## config.mk

```make
export PLATFORM = sky130hd
export DESIGN_NAME = dp_busy_arbiter
export DESIGN_NICKNAME = d
export VERILOG_FILES = /design/src/rtl/dpb_pkg.sv /design/src/rtl/dpb_match.sv /design/src/rtl/dpb_track.sv /design/src/rtl/dpb_arb.sv /design/src/rtl/dpb_gate.sv /design/src/rtl/dp_busy_arbiter.sv
export SDC_FILE = /design/constraint.sdc
export NUM_CORES = 1
export LEC_CHECK = 0
export BUFFER_PORTS_ARGS = -buffer_cell sky130_fd_sc_hd__buf_4
export CAP_MARGIN = 20
export CORE_ASPECT_RATIO = 1.4
export CORE_MARGIN = 2
export CORE_UTILIZATION = 52
export CTS_CLUSTER_DIAMETER = 40
export CTS_CLUSTER_SIZE = 28
export DETAILED_ROUTE_END_ITERATION = 10
export HOLD_SLACK_MARGIN = 0.08
export PLACE_DENSITY_LB_ADDON = 0.1
export SYNTH_ARGS = -nofsm -noshare
export SYNTH_HDL_FRONTEND = slang
export SYNTH_HIERARCHICAL = 1
export SYNTH_SLANG_ARGS = --single-unit
```

## constraint.sdc

```tcl
create_clock -name clk -period 2.7 [get_ports clk]
set_input_delay 0.27 -clock clk [delete_from_list [all_inputs] [get_ports clk]]
set_output_delay 0.27 -clock clk [all_outputs]
set_load 0.01 [all_outputs]
```

## src/rtl/dpb_pkg.sv

```systemverilog
package dpb_pkg;
  typedef enum logic [1:0] {
    OWN_NONE  = 2'd0,
    OWN_LEFT  = 2'd1,
    OWN_RIGHT = 2'd2
  } owner_e;

  localparam int NPORT = 2;
  localparam int PL    = 0;
  localparam int PR    = 1;
endpackage

```

## src/rtl/dpb_match.sv

```systemverilog
module dpb_match #(
  parameter int AW = 10
) (
  input  logic          cs_l,
  input  logic          cs_r,
  input  logic [AW-1:0] addr_l,
  input  logic [AW-1:0] addr_r,
  output logic          hit
);
  always_comb begin
    hit = cs_l & cs_r & (addr_l == addr_r);
  end
endmodule

```

## src/rtl/dpb_track.sv

```systemverilog
// Remembers a port's select and address from the previous cycle and
// reports whether the port is still on the same word.
module dpb_track #(
  parameter int AW = 10
) (
  input  logic          clk,
  input  logic          rst_n,
  input  logic          cs,
  input  logic [AW-1:0] addr,
  output logic          kept
);
  logic          cs_q,   cs_d;
  logic [AW-1:0] addr_q, addr_d;
  logic          upd_en;

  always_comb begin
    upd_en = 1'b1;
    cs_d   = cs;
    addr_d = cs ? addr : addr_q;
    kept   = cs & cs_q & (addr == addr_q);
  end

  always_ff @(posedge clk or negedge rst_n) begin
    if (!rst_n) begin
      cs_q   <= 1'b0;
      addr_q <= '0;
    end else if (upd_en) begin
      cs_q   <= cs_d;
      addr_q <= addr_d;
    end
  end
endmodule

```

## src/rtl/dpb_arb.sv

```systemverilog
module dpb_arb
  import dpb_pkg::*;
(
  input  logic             clk,
  input  logic             rst_n,
  input  logic             hit,
  input  logic [NPORT-1:0] kept,
  output logic [NPORT-1:0] lose
);
  owner_e owner_q, owner_d;

  always_comb begin
    if (!hit)                                   owner_d = OWN_NONE;
    else if (owner_q == OWN_LEFT  && kept[PL])  owner_d = OWN_LEFT;
    else if (owner_q == OWN_RIGHT && kept[PR])  owner_d = OWN_RIGHT;
    else if (kept[PR] && !kept[PL])             owner_d = OWN_RIGHT;
    else                                        owner_d = OWN_LEFT;
    lose[PL] = (owner_d == OWN_RIGHT);
    lose[PR] = (owner_d == OWN_LEFT);
  end

  always_ff @(posedge clk or negedge rst_n) begin
    if (!rst_n) owner_q <= OWN_NONE;
    else        owner_q <= owner_d;
  end

  assert_loss_needs_hit_R1: assert property (@(posedge clk) disable iff (!rst_n)
    (lose[PL] | lose[PR]) |-> hit);

  assert_hold_left_R5: assert property (@(posedge clk) disable iff (!rst_n)
    (owner_q == OWN_LEFT && hit && kept[PL]) |-> (lose[PR] && !lose[PL]));

  assert_hold_right_R5: assert property (@(posedge clk) disable iff (!rst_n)
    (owner_q == OWN_RIGHT && hit && kept[PR]) |-> (lose[PL] && !lose[PR]));

  assert_fresh_tie_left_R3: assert property (@(posedge clk) disable iff (!rst_n)
    (hit && !kept[PL] && !kept[PR]) |-> lose[PR]);
endmodule

```

## src/rtl/dpb_gate.sv

```systemverilog
// Per-port write suppression and registered busy.
module dpb_gate (
  input  logic clk,
  input  logic rst_n,
  input  logic master,
  input  logic lose_int,
  input  logic busy_ext,
  input  logic cs,
  input  logic we,
  output logic wr,
  output logic busy
);
  logic lose_sel;
  logic busy_d;

  always_comb begin
    lose_sel = master ? lose_int : busy_ext;
    wr       = cs & we & ~lose_sel;
    busy_d   = lose_sel;
  end

  always_ff @(posedge clk or negedge rst_n) begin
    if (!rst_n) busy <= 1'b0;
    else        busy <= busy_d;
  end

  assert_slave_blocks_write_R8: assert property (@(posedge clk) disable iff (!rst_n)
    (!master && busy_ext) |-> !wr);
endmodule

```

## src/rtl/dp_busy_arbiter.sv

```systemverilog
module dp_busy_arbiter
  import dpb_pkg::*;
#(
  parameter int AW = 10
) (
  input  logic          clk,
  input  logic          rst_n,
  input  logic          master_i,
  input  logic          cs_l_i,
  input  logic [AW-1:0] addr_l_i,
  input  logic          we_l_i,
  input  logic          cs_r_i,
  input  logic [AW-1:0] addr_r_i,
  input  logic          we_r_i,
  input  logic          busy_ext_l_i,
  input  logic          busy_ext_r_i,
  output logic          busy_l_o,
  output logic          busy_r_o,
  output logic          wr_l_o,
  output logic          wr_r_o
);
  logic                     hit;
  logic [NPORT-1:0]         kept, lose, cs_v, we_v, bx_v, wr_v, busy_v;
  logic [NPORT-1:0][AW-1:0] addr_v;

  assign cs_v   = {cs_r_i, cs_l_i};
  assign we_v   = {we_r_i, we_l_i};
  assign bx_v   = {busy_ext_r_i, busy_ext_l_i};
  assign addr_v = {addr_r_i, addr_l_i};

  dpb_match #(.AW(AW)) u_match (
    .cs_l(cs_l_i), .cs_r(cs_r_i), .addr_l(addr_l_i), .addr_r(addr_r_i), .hit(hit)
  );

  for (genvar p = 0; p < NPORT; p++) begin : g_port
    dpb_track #(.AW(AW)) u_track (
      .clk(clk), .rst_n(rst_n), .cs(cs_v[p]), .addr(addr_v[p]), .kept(kept[p])
    );
    dpb_gate u_gate (
      .clk(clk), .rst_n(rst_n), .master(master_i), .lose_int(lose[p]),
      .busy_ext(bx_v[p]), .cs(cs_v[p]), .we(we_v[p]), .wr(wr_v[p]), .busy(busy_v[p])
    );
  end

  dpb_arb u_arb (
    .clk(clk), .rst_n(rst_n), .hit(hit), .kept(kept), .lose(lose)
  );

  assign busy_l_o = busy_v[PL];
  assign busy_r_o = busy_v[PR];
  assign wr_l_o   = wr_v[PL];
  assign wr_r_o   = wr_v[PR];

  assert_busy_mutex_R2: assert property (@(posedge clk) disable iff (!rst_n)
    master_i |=> !(busy_l_o && busy_r_o));

  assert_busy_clears_R6: assert property (@(posedge clk) disable iff (!rst_n)
    (master_i && !hit) |=> (!busy_l_o && !busy_r_o));

  assert_loser_write_blocked_R7: assert property (@(posedge clk) disable iff (!rst_n)
    (master_i && hit) |-> !(wr_l_o && wr_r_o));
endmodule

```

==> impl_metrics.toml, run 1 <==
[outcome]
outcome = "completed"

[timing]
grt_setup_unrepaired = "true"
hold_violations = 0
slew_headroom_pct = 78.51
fin_ws_ns = 0.03487
fin_crit_sh_pct = 98.71
fin_worst_skew_ns = 0.005935
report.final.slew_viol_count = 0
final.min_clock_period_ns = 2.665
tightest_slew_ns = 0.3224
finalSetupViolations = 0
tns_ns = 0
clock.fmax_mhz = 375.2

[floorplan]
start_util_pct = 55.69
rows = 21
io_pins = 33
die_y_um = 64.21
core_area_um2 = 2417
die_area_um2 = 3018
die_w_um = 47.01

[min_path]
worstHoldPathCells = 1
min_from = "cs_l_i"
hold_path.class = "input pin to flip-flop"
worstHoldEndpoint = "g_port[0].u_track/cs_q"

[final_layout]
final_util_pct = 69.93
fin_area_um2 = 1690
n_antenna_cell = 0
fin_nets = 175
area_growth_pct = 25.56
fill_cells = 190
layout-drive-gt1-share_pct = 46.53

[logic_synthesis]
yosys.area.top_type = "dfrtp_1"
synth_cell_types = 16
synth_area_um2 = 1346
syn_area_per_cell_um2 = 12.58
synth-seq-cells = 26
synthTopCellsByArea = "dfrtp_1 48%, mux2_2 17%, xnor2_1 14%"
synth_flop_cell = "dfrtp_1"
synth_commonest_cells = "26 x dfrtp_1, 21 x xnor2_1, 20 x mux2_2"
ys_seq_area_share_pct = 48.33
synth_edf_count = 0
async_flop_share_pct = 100.0
syn_inst = 107
yosysTopAreaCellShare_pct = 48.33
ys_warn_count = 6
yosysMostFrequentCell = "dfrtp_1"
synth_nets = 136

[worst_setup_path]
r2r_end = "g_port[1].u_gate/busy"
worstSetupEndpointType = "output pin"
cp_max_fo = 3
rrSetupSlack_ns = 0.72
worstPathRequired_ns = 2.43
r2r-start = "g_port[1].u_track/addr_q[5]"
crit_path_start_kind = "flip-flop"
reg2reg_depth = 6
path_class = "flip-flop to output pin"
crit_arrival_ns = 2.40

[placed_design]
place_congestion = 0.8322
dp_slack_ns = 0.2776
place_area_um2 = 1619
place_hpwl_um = 1971
port_buffers = 32

[detailed_routing]
ant_nets = 0
dr.pass1.iters = 2
route.detailed.drc = 0
top_layer_used = "met4"
met1_length_um = 1041
wl_per_cell_um = 14.27
wl_met2_um = 1313
routed_wl_um = 2540
vias = 909
post_drt_via_cell_ratio = 5.107
drt_iter0_drc = 4
routed-wl-met3_um = 117

[job]
drv_cap = 0

[grt]
grt_antenna_before_repair = 0
grt.overflow.total = 0
grt_first_pass_wirelength_um = 4153
grt_pass1_vias = 963
grt_max_degree = 27
globalRouteTotalUtil_pct = 19.71

[clock_tree]
insertion_delay_ns = 0.33
clk_pin_slew_ns = 0.14
cts-root-buf = "clkbuf_4"
htree_num_levels = 1
cts_sinks = 26
clk_path_buf_depth = 2
cts_buffers = 3
cts_tree = "yes"

[power]
max-vdd-ir-drop_uv = 420.4
leakagePower_nw = 0.7367
cellPowerDensity_nw_per_um2 = 461.1
power.total_uw = 779.5
## routing by layer
layer	GRT usage, %	vias to the layer above
li1	-	440
met1	23.89	435
met2	32.88	29
met3	1.695	5
met4	10.42	0
met5	0	-
## critical path, cell delays in order, from the launching register on
cell	delay [ns]
dfrtp_1	0.41
xor2_1	0.14
or4_4	0.52
nor3_4	0.22
nand2_1	0.11
o221a_1	0.22
mux2_4	0.27
nor2_2	0.07
buf_4	0.12
## power breakdown
part           leakage [nW]  internal [mW]  switching (mW)
sequential            0.311          0.422          0.0208
combinational         0.412          0.101          0.0699
clock                0.0138         0.0525           0.113
## cells by family after synthesis
group                  count (synthesis)  share of synthesized area [%]
AND/OR/NAND/NOR                       22                          9.759
AO/OA/AOI/OAI                          4                          2.416
XOR/XNOR                              30                          19.52
buffers and inverters                  3                          1.022
flip-flops                            26                          48.33
multiplexers                          22                          18.96
## timing repair
| action | CTS | global route |
|---|---|---|
| endpoints found under the hold margin | 26 | 0 |
| pin swaps | 5 | 3 |
| cloned | 0 | 0 |
| buffers inserted | 2 | 1 |
| gates resized for setup | 0 | 4 |
| hold buffers | 1 | 0 |
| endpoints found under the setup margin | 1 | 2 |
## sequential cells by signal, summed over array words and instances (netlist names)
| register | flops |
|---|---|
| g_port.u_gate/busy | 2 |
| g_port.u_track/addr_q | 20 |
| g_port.u_track/cs_q | 2 |
| u_arb/owner_q | 2 |
## worst max-delay path by stage
stage               depth (start not counted)     end                   startpoint  slack (ns)
floorplan                                   7  wr_r_o  g_port[1].u_track/addr_q[0]        0.46
global placement                            9  wr_r_o                  addr_r_i[0]        0.34
detailed placement                          9  wr_r_o                  addr_r_i[0]        0.28
CTS                                         8  wr_r_o  g_port[1].u_track/addr_q[5]       -0.04
global route                                8  wr_r_o  g_port[1].u_track/addr_q[5]       -0.06
finish                                      8  wr_r_o  g_port[1].u_track/addr_q[5]        0.03
## metrics by stage
| stage | hold slack [ns] | cells |
|---|---|---|
| 6_report | 0.1615 | 178 |
| 3_3_place_gp | 0.1945 | 171 |
| 2_1_floorplan | -0.02559 | 107 |
| 3_5_place_dp | 0.1917 | 171 |
| 5_1_grt | 0.1535 | 178 |
| 4_1_cts | 0.1600 | 177 |
## final cells by class
| class | instances | area [µm²] | share of cell area (%) |
|---|---|---|---|
| clock buffers | 3 | 22.52 | 1.332 |
| well taps | 34 | 42.54 | 2.517 |
| repair buffers | 36 | 272.8 | 16.14 |
| multi-input cells | 78 | 698.2 | 41.30 |
| inverters | 1 | 3.754 | 0.2221 |
| flip-flops and latches | 26 | 650.6 | 38.49 |
## cells in the final DEF (no fill, tap or decap)
cell and count:
nand2b_1 1, nor2_2 2, o221a_1 2, or4_4 1, nand2_1 7, nand4_1 3
or4_1 2, dfrtp_1 26, nand3_1 3, nor3_2 1, clkbuf_4 3, xnor2_1 21
a21oi_1 2, mux2_4 2, xor2_1 9, buf_4 35, nor3_4 2, inv_2 1
dlygate4sd3_1 1, mux2_2 20
Note: power is estimated with default switching activity, not from simulation.
==> run 2: changes to the inputs <==
clock period = 2.5 ns   (was 2.7 ns; I/O delays follow)
==> run 2 against run 1 <==
The flow now finishes with violations (negative setup slack). Die area unchanged. Via count up 7.8%. Design area up 5.8%. Final cell count up 5.1%. Clock power up 77%. Count of clock-buffer cells in the layout unchanged. Register-to-register slack worse by 0.77 ns. First-iteration DRC count rose to 6.3 times the previous value. Sequential power up 8.1%. Core utilization up 4.0 points. Sequential share of layout area down 2.1 points. Critical path type unchanged.
==> impl_metrics.toml, run 2 (synthesized netlist as in run 1, its figures left out) <==
[outcome]
outcome = "complete, but fails checks"
failed_checks = "negative setup slack"

[detailed_routing]
dr.pass1.iters = 4
ant_nets = 0
drt_iter0_drc = 25
route.detailed.drc = 0
vias = 980
routed_wl_um = 2825
post_drt_via_cell_ratio = 5.241
wl_per_cell_um = 15.11

[final_layout]
fin_nets = 183
largest_reg_flops = 20
layout-drive-gt1-share_pct = 50.98
multi_input_area_um2 = 705.7
regMostFlops = "g_port.u_track/addr_q"
fill_cells = 180
area_growth_pct = 32.81
fin_area_um2 = 1788
regArea_um2 = 650.6
layout_common_cells = "43 x buf_4, 26 x dfrtp_1, 21 x xnor2_1"
n_antenna_cell = 0
final_common_cell = "buf_4"

[clock_tree]
htree_num_levels = 1
cts_tree = "yes"
insertion_delay_ns = 0.34
clk_path_buf_depth = 2
cts_buffers = 3
cts-root-buf = "clkbuf_4"
cts_sinks = 26
clk_pin_slew_ns = 0.15

[floorplan]
die_area_um2 = 3018
rows = 21
core_area_um2 = 2417
io_pins = 33
die_y_um = 64.21
die_w_um = 47.01
start_util_pct = 55.69

[timing]
slew_headroom_pct = 77.82
report.final.slew_viol_count = 0
grt_setup_unrepaired = "true"
fin_ws_ns = -0.1642
fin_worst_skew_ns = 0.01275
hold_violations = 0
finalSetupViolations = 2
fin_crit_sh_pct = 106.6
final.min_clock_period_ns = 2.664
clock.fmax_mhz = 375.3
tightest_slew_ns = 0.3327

[worst_setup_path]
reg2reg_depth = 12
cp_max_fo = 3
worstPathRequired_ns = 2.25
worstSetupEndpointType = "output pin"
path_class = "flip-flop to output pin"
crit_arrival_ns = 2.41
crit_path_start_kind = "flip-flop"

[grt]
grt_first_pass_wirelength_um = 4664
globalRouteTotalUtil_pct = 21.66
grt_max_degree = 27
grt_pass1_vias = 1080
grt_antenna_before_repair = 0
grt.overflow.total = 0

[power]
cellPowerDensity_nw_per_um2 = 535.1
max-vdd-ir-drop_uv = 391.3
leakagePower_nw = 0.7851

[placed_design]
dp_slack_ns = 0.1018
port_buffers = 32
place_hpwl_um = 1936
place_area_um2 = 1619
place_congestion = 0.8404

[min_path]
worstHoldPathCells = 1
hold_path.class = "input pin to flip-flop"

[job]
drv_cap = 0
run 2: final cells by class:
type                            instances  share of cell area, %
Clock inverter                          1                  1.680
Sequential cell                        26                  36.39
Tap cell                               34                  2.379
Clock buffer                            3                  1.260
Multi-Input combinational cell         78                  39.47
Inverter                                1                 0.2099
Timing Repair Buffer                   44                  18.61
run 2: critical path, stage by stage (launching register included):
cell and delay (ns):
dfrtp_1 0.42, xor2_1 0.14, or4_4 0.53, nor3_4 0.24
nand2_1 0.11, o221a_1 0.21, mux2_4 0.27, nor2_2 0.07
buf_4 0.11
run 2: through the flow:
stage	hold slack (ns)	instances	power, mW	util [%]	TNS [ns]
final	0.1294	187	0.9567	73.96	-0.2180
after CTS	0.1262	185	0.9608	72.93	-0.2296
after global routing	0.1196	187	0.9990	73.96	-0.4554
after floorplan	-0.04559	107	0.5855	-	0
after global placement	0.1748	171	0.6606	66.98	0
after detailed placement	0.1751	171	0.6656	66.98	0
run 2: final timing paths:
| check | start | endpoint | slack [ns] |
|---|---|---|---|
| max | g_port[1].u_track/addr_q[5] | wr_r_o | -0.16 |
| min | cs_l_i | g_port[0].u_track/cs_q | 0.13 |
| max reg2reg | g_port[1].u_track/addr_q[5] | u_arb/owner_q[1] | -0.05 |
| min reg2reg | g_port[0].u_track/addr_q[0] | g_port[0].u_track/addr_q[0] | 0.55 |
| max in group asynchronous | rst_n | g_port[1].u_track/addr_q[6] | 1.90 |
| min in group asynchronous | rst_n | u_arb/owner_q[0] | 0.34 |
run 2: power by group:
part | switching (mW) | total (mW) | internal (mW)
registers | 0.0226 | 0.479 | 0.456
clock network | 0.132 | 0.294 | 0.162
logic | 0.0764 | 0.184 | 0.108
total | 0.231 | 0.957 | 0.726
run 2: metal layers:
metal | up-vias | part of all wire, % | GRT usage (%)
li1 | 460 | - | -
met1 | 472 | 36 | 25.60
met2 | 39 | 55 | 37.33
met3 | 9 | 6.4 | 1.977
met4 | 0 | 3.3 | 10.07
met5 | - | 0 | 0
run 2: what timing repair did:
item / CTS / global route
setup endpoints to repair: 2 / 3
resized for setup: 3 / 3
buffers inserted: 9 / 2
hold buffers: 1 / 0
pin swaps: 7 / 2
hold endpoints to repair: 26 / 0
==> run 3: changes to the inputs <==
CORE_UTILIZATION = 47   (was 52)
clock period = 2.3 ns   (was 2.5 ns; I/O delays follow)
==> run 3 against run 2 <==
The run still ends with negative setup slack left. Wire length decreased by 4.9%. Non-clock buffer count did not move. Sequential power is 8.6% higher. Final cell count increased by 1.6%. Hold slack gained 0.056 ns. Total power grew 6.2%. Clock power is essentially flat. Worst setup slack got worse by 0.079 ns. Clock skew is 0.0060 ns lower. Combinational power is 9% higher. Largest cell class unchanged.
==> impl_metrics.toml, run 3 (synthesized netlist as in run 1, its figures left out) <==
[worst_setup_path]
setup.worst_path.start = "g_port[1].u_track/addr_q[5]"
crit_slowest_cell = "or4_1"
path_class = "flip-flop to output pin"
crit_chain = "xor2_1 > or4_1 > nor3_2 > inv_1 > o221a_1 > mux2_4 > nor2_2 > buf_4"
crit_path_start_kind = "flip-flop"
cp.depth = 8
cp-endpoint = "wr_r_o"
worstPathRequired_ns = 2.07
worstSetupEndpointType = "output pin"
r2r_end = "u_arb/owner_q[0]"
cp_max_fo = 3
crit_arrival_ns = 2.31
reg2reg_depth = 13
critPathBufInv = 2
slowest_delay_ns = 0.52
rrSetupSlack_ns = -0.24
crit_family = "simple AND/OR/NAND/NOR gates"
r2r-start = "g_port[1].u_track/addr_q[5]"

[power]
leakagePower_nw = 0.7824
power.total_mw = 1.016
cellPowerDensity_nw_per_um2 = 562.4
max-vdd-ir-drop_uv = 443.0

[final_layout]
fin_nets = 183
layout-drive-gt1-share_pct = 49.67
final_common_cell = "buf_4"
largest_reg_flops = 20
layout_common_cells = "37 x buf_4, 26 x dfrtp_1, 21 x xnor2_1"
area_growth_pct = 34.20
fill_cells = 231
n_antenna_cell = 0
regMostFlops = "g_port.u_track/addr_q"

[detailed_routing]
routed_wl_um = 2687
route.detailed.drc = 0
post_drt_via_cell_ratio = 5.058
wl_per_cell_um = 14.14
vias = 961
drt_iter0_drc = 11
dr.pass1.iters = 4
ant_nets = 0

[placed_design]
place_hpwl_um = 2003
dp_slack_ns = -0.06681
port_buffers = 32
place_congestion = 0.7275

[grt]
globalRouteTotalUtil_pct = 17.53
grt.overflow.total = 0
grt_pass1_vias = 944
grt_antenna_before_repair = 0
grt_first_pass_wirelength_um = 4174
grt_max_degree = 27

[floorplan]
io_pins = 33
rows = 23
die_area_um2 = 3315
core_area_um2 = 2791
start_util_pct = 48.23
die_y_um = 67.33
die_w_um = 49.24

[timing]
hold_violations = 0
grt_setup_unrepaired = "true"
tns_ns = -0.4957
final.min_clock_period_ns = 2.543
fin_ws_ns = -0.2431
fin_crit_sh_pct = 110.6
finalSetupViolations = 3
clock.fmax_mhz = 393.2
tightest_slew_ns = 0.3380
slew_headroom_pct = 77.47
fin_worst_skew_ns = 0.006722
report.final.slew_viol_count = 0
hold_ws_ns = 0.1856

[outcome]
failed_checks = "negative setup slack"
outcome = "complete, but fails checks"

[job]
drv_cap = 0

[clock_tree]
clk_path_buf_depth = 2
clk_pin_slew_ns = 0.09
cts-root-buf = "clkbuf_8"
insertion_delay_ns = 0.27
cts_sinks = 26
cts_tree = "yes"
htree_num_levels = 1
cts_buffers = 3

[min_path]
hold_path.class = "input pin to flip-flop"
## run 3: final cells by class
cell class | count | area, µm² | area share (%)
timing repair buffer | 44 | 355.3 | 19.67
multi-input combinational | 78 | 695.7 | 38.50
inverter | 1 | 3.754 | 0.2078
tap | 37 | 46.29 | 2.562
clock buffer | 4 | 55.05 | 3.047
sequential | 26 | 650.6 | 36.01
## run 3: metal layers
layer	up-vias	global-route usage (%)	routed length [µm]
li1	462	-	-
met1	461	17.62	989
met2	31	33.95	1494
met3	7	2.212	121
met4	0	11.07	81
met5	-	0	0
## run 3: repair_timing
action,CTS,global route
pin swaps,12,1
hold buffers,1,0
resized for setup,8,1
endpoints found under the hold margin,26,0
setup endpoints to repair,2,3
setup buffers,9,1
## run 3: worst min path at each step
stage,from,slack [ns],cells past startpoint,end
final,cs_l_i,0.19,1,g_port[0].u_track/cs_q
after global routing,cs_l_i,0.18,1,g_port[0].u_track/cs_q
after CTS,cs_l_i,0.18,1,g_port[0].u_track/cs_q
after detailed placement,rst_n,0.16,1,g_port[1].u_track/cs_q
after global placement,rst_n,0.16,1,g_port[1].u_track/cs_q
after floorplan,rst_n,-0.07,0,g_port[0].u_gate/busy
## run 3: worst register-to-register path, cell delays in order, from the launching register on
cell,delay [ns]
dfrtp_1,0.39
xor2_1,0.13
or4_1,0.52
nor3_2,0.20
inv_1,0.10
buf_4,0.14
buf_4,0.12
buf_6,0.11
buf_6,0.10
buf_6,0.10
buf_6,0.10
buf_6,0.10
buf_6,0.10
o221a_1,0.23
## run 3: stage by stage
step | cell area, µm² | util, % | cells
floorplan | 1346 | - | 107
global placement | 1630 | 58.40 | 175
detailed placement | 1630 | 58.40 | 175
CTS | 1795 | 64.32 | 189
global route | 1807 | 64.72 | 190
finish | 1807 | 64.72 | 190
## run 3: where the power goes
group	total [mW]	switching (mW)	internal, mW	leakage [nW]
Combinational	0.201	0.0818	0.120	0.443
Clock	0.295	0.141	0.153	0.0288
Sequential	0.520	0.0244	0.496	0.311
Total	1.02	0.248	0.768	0.782
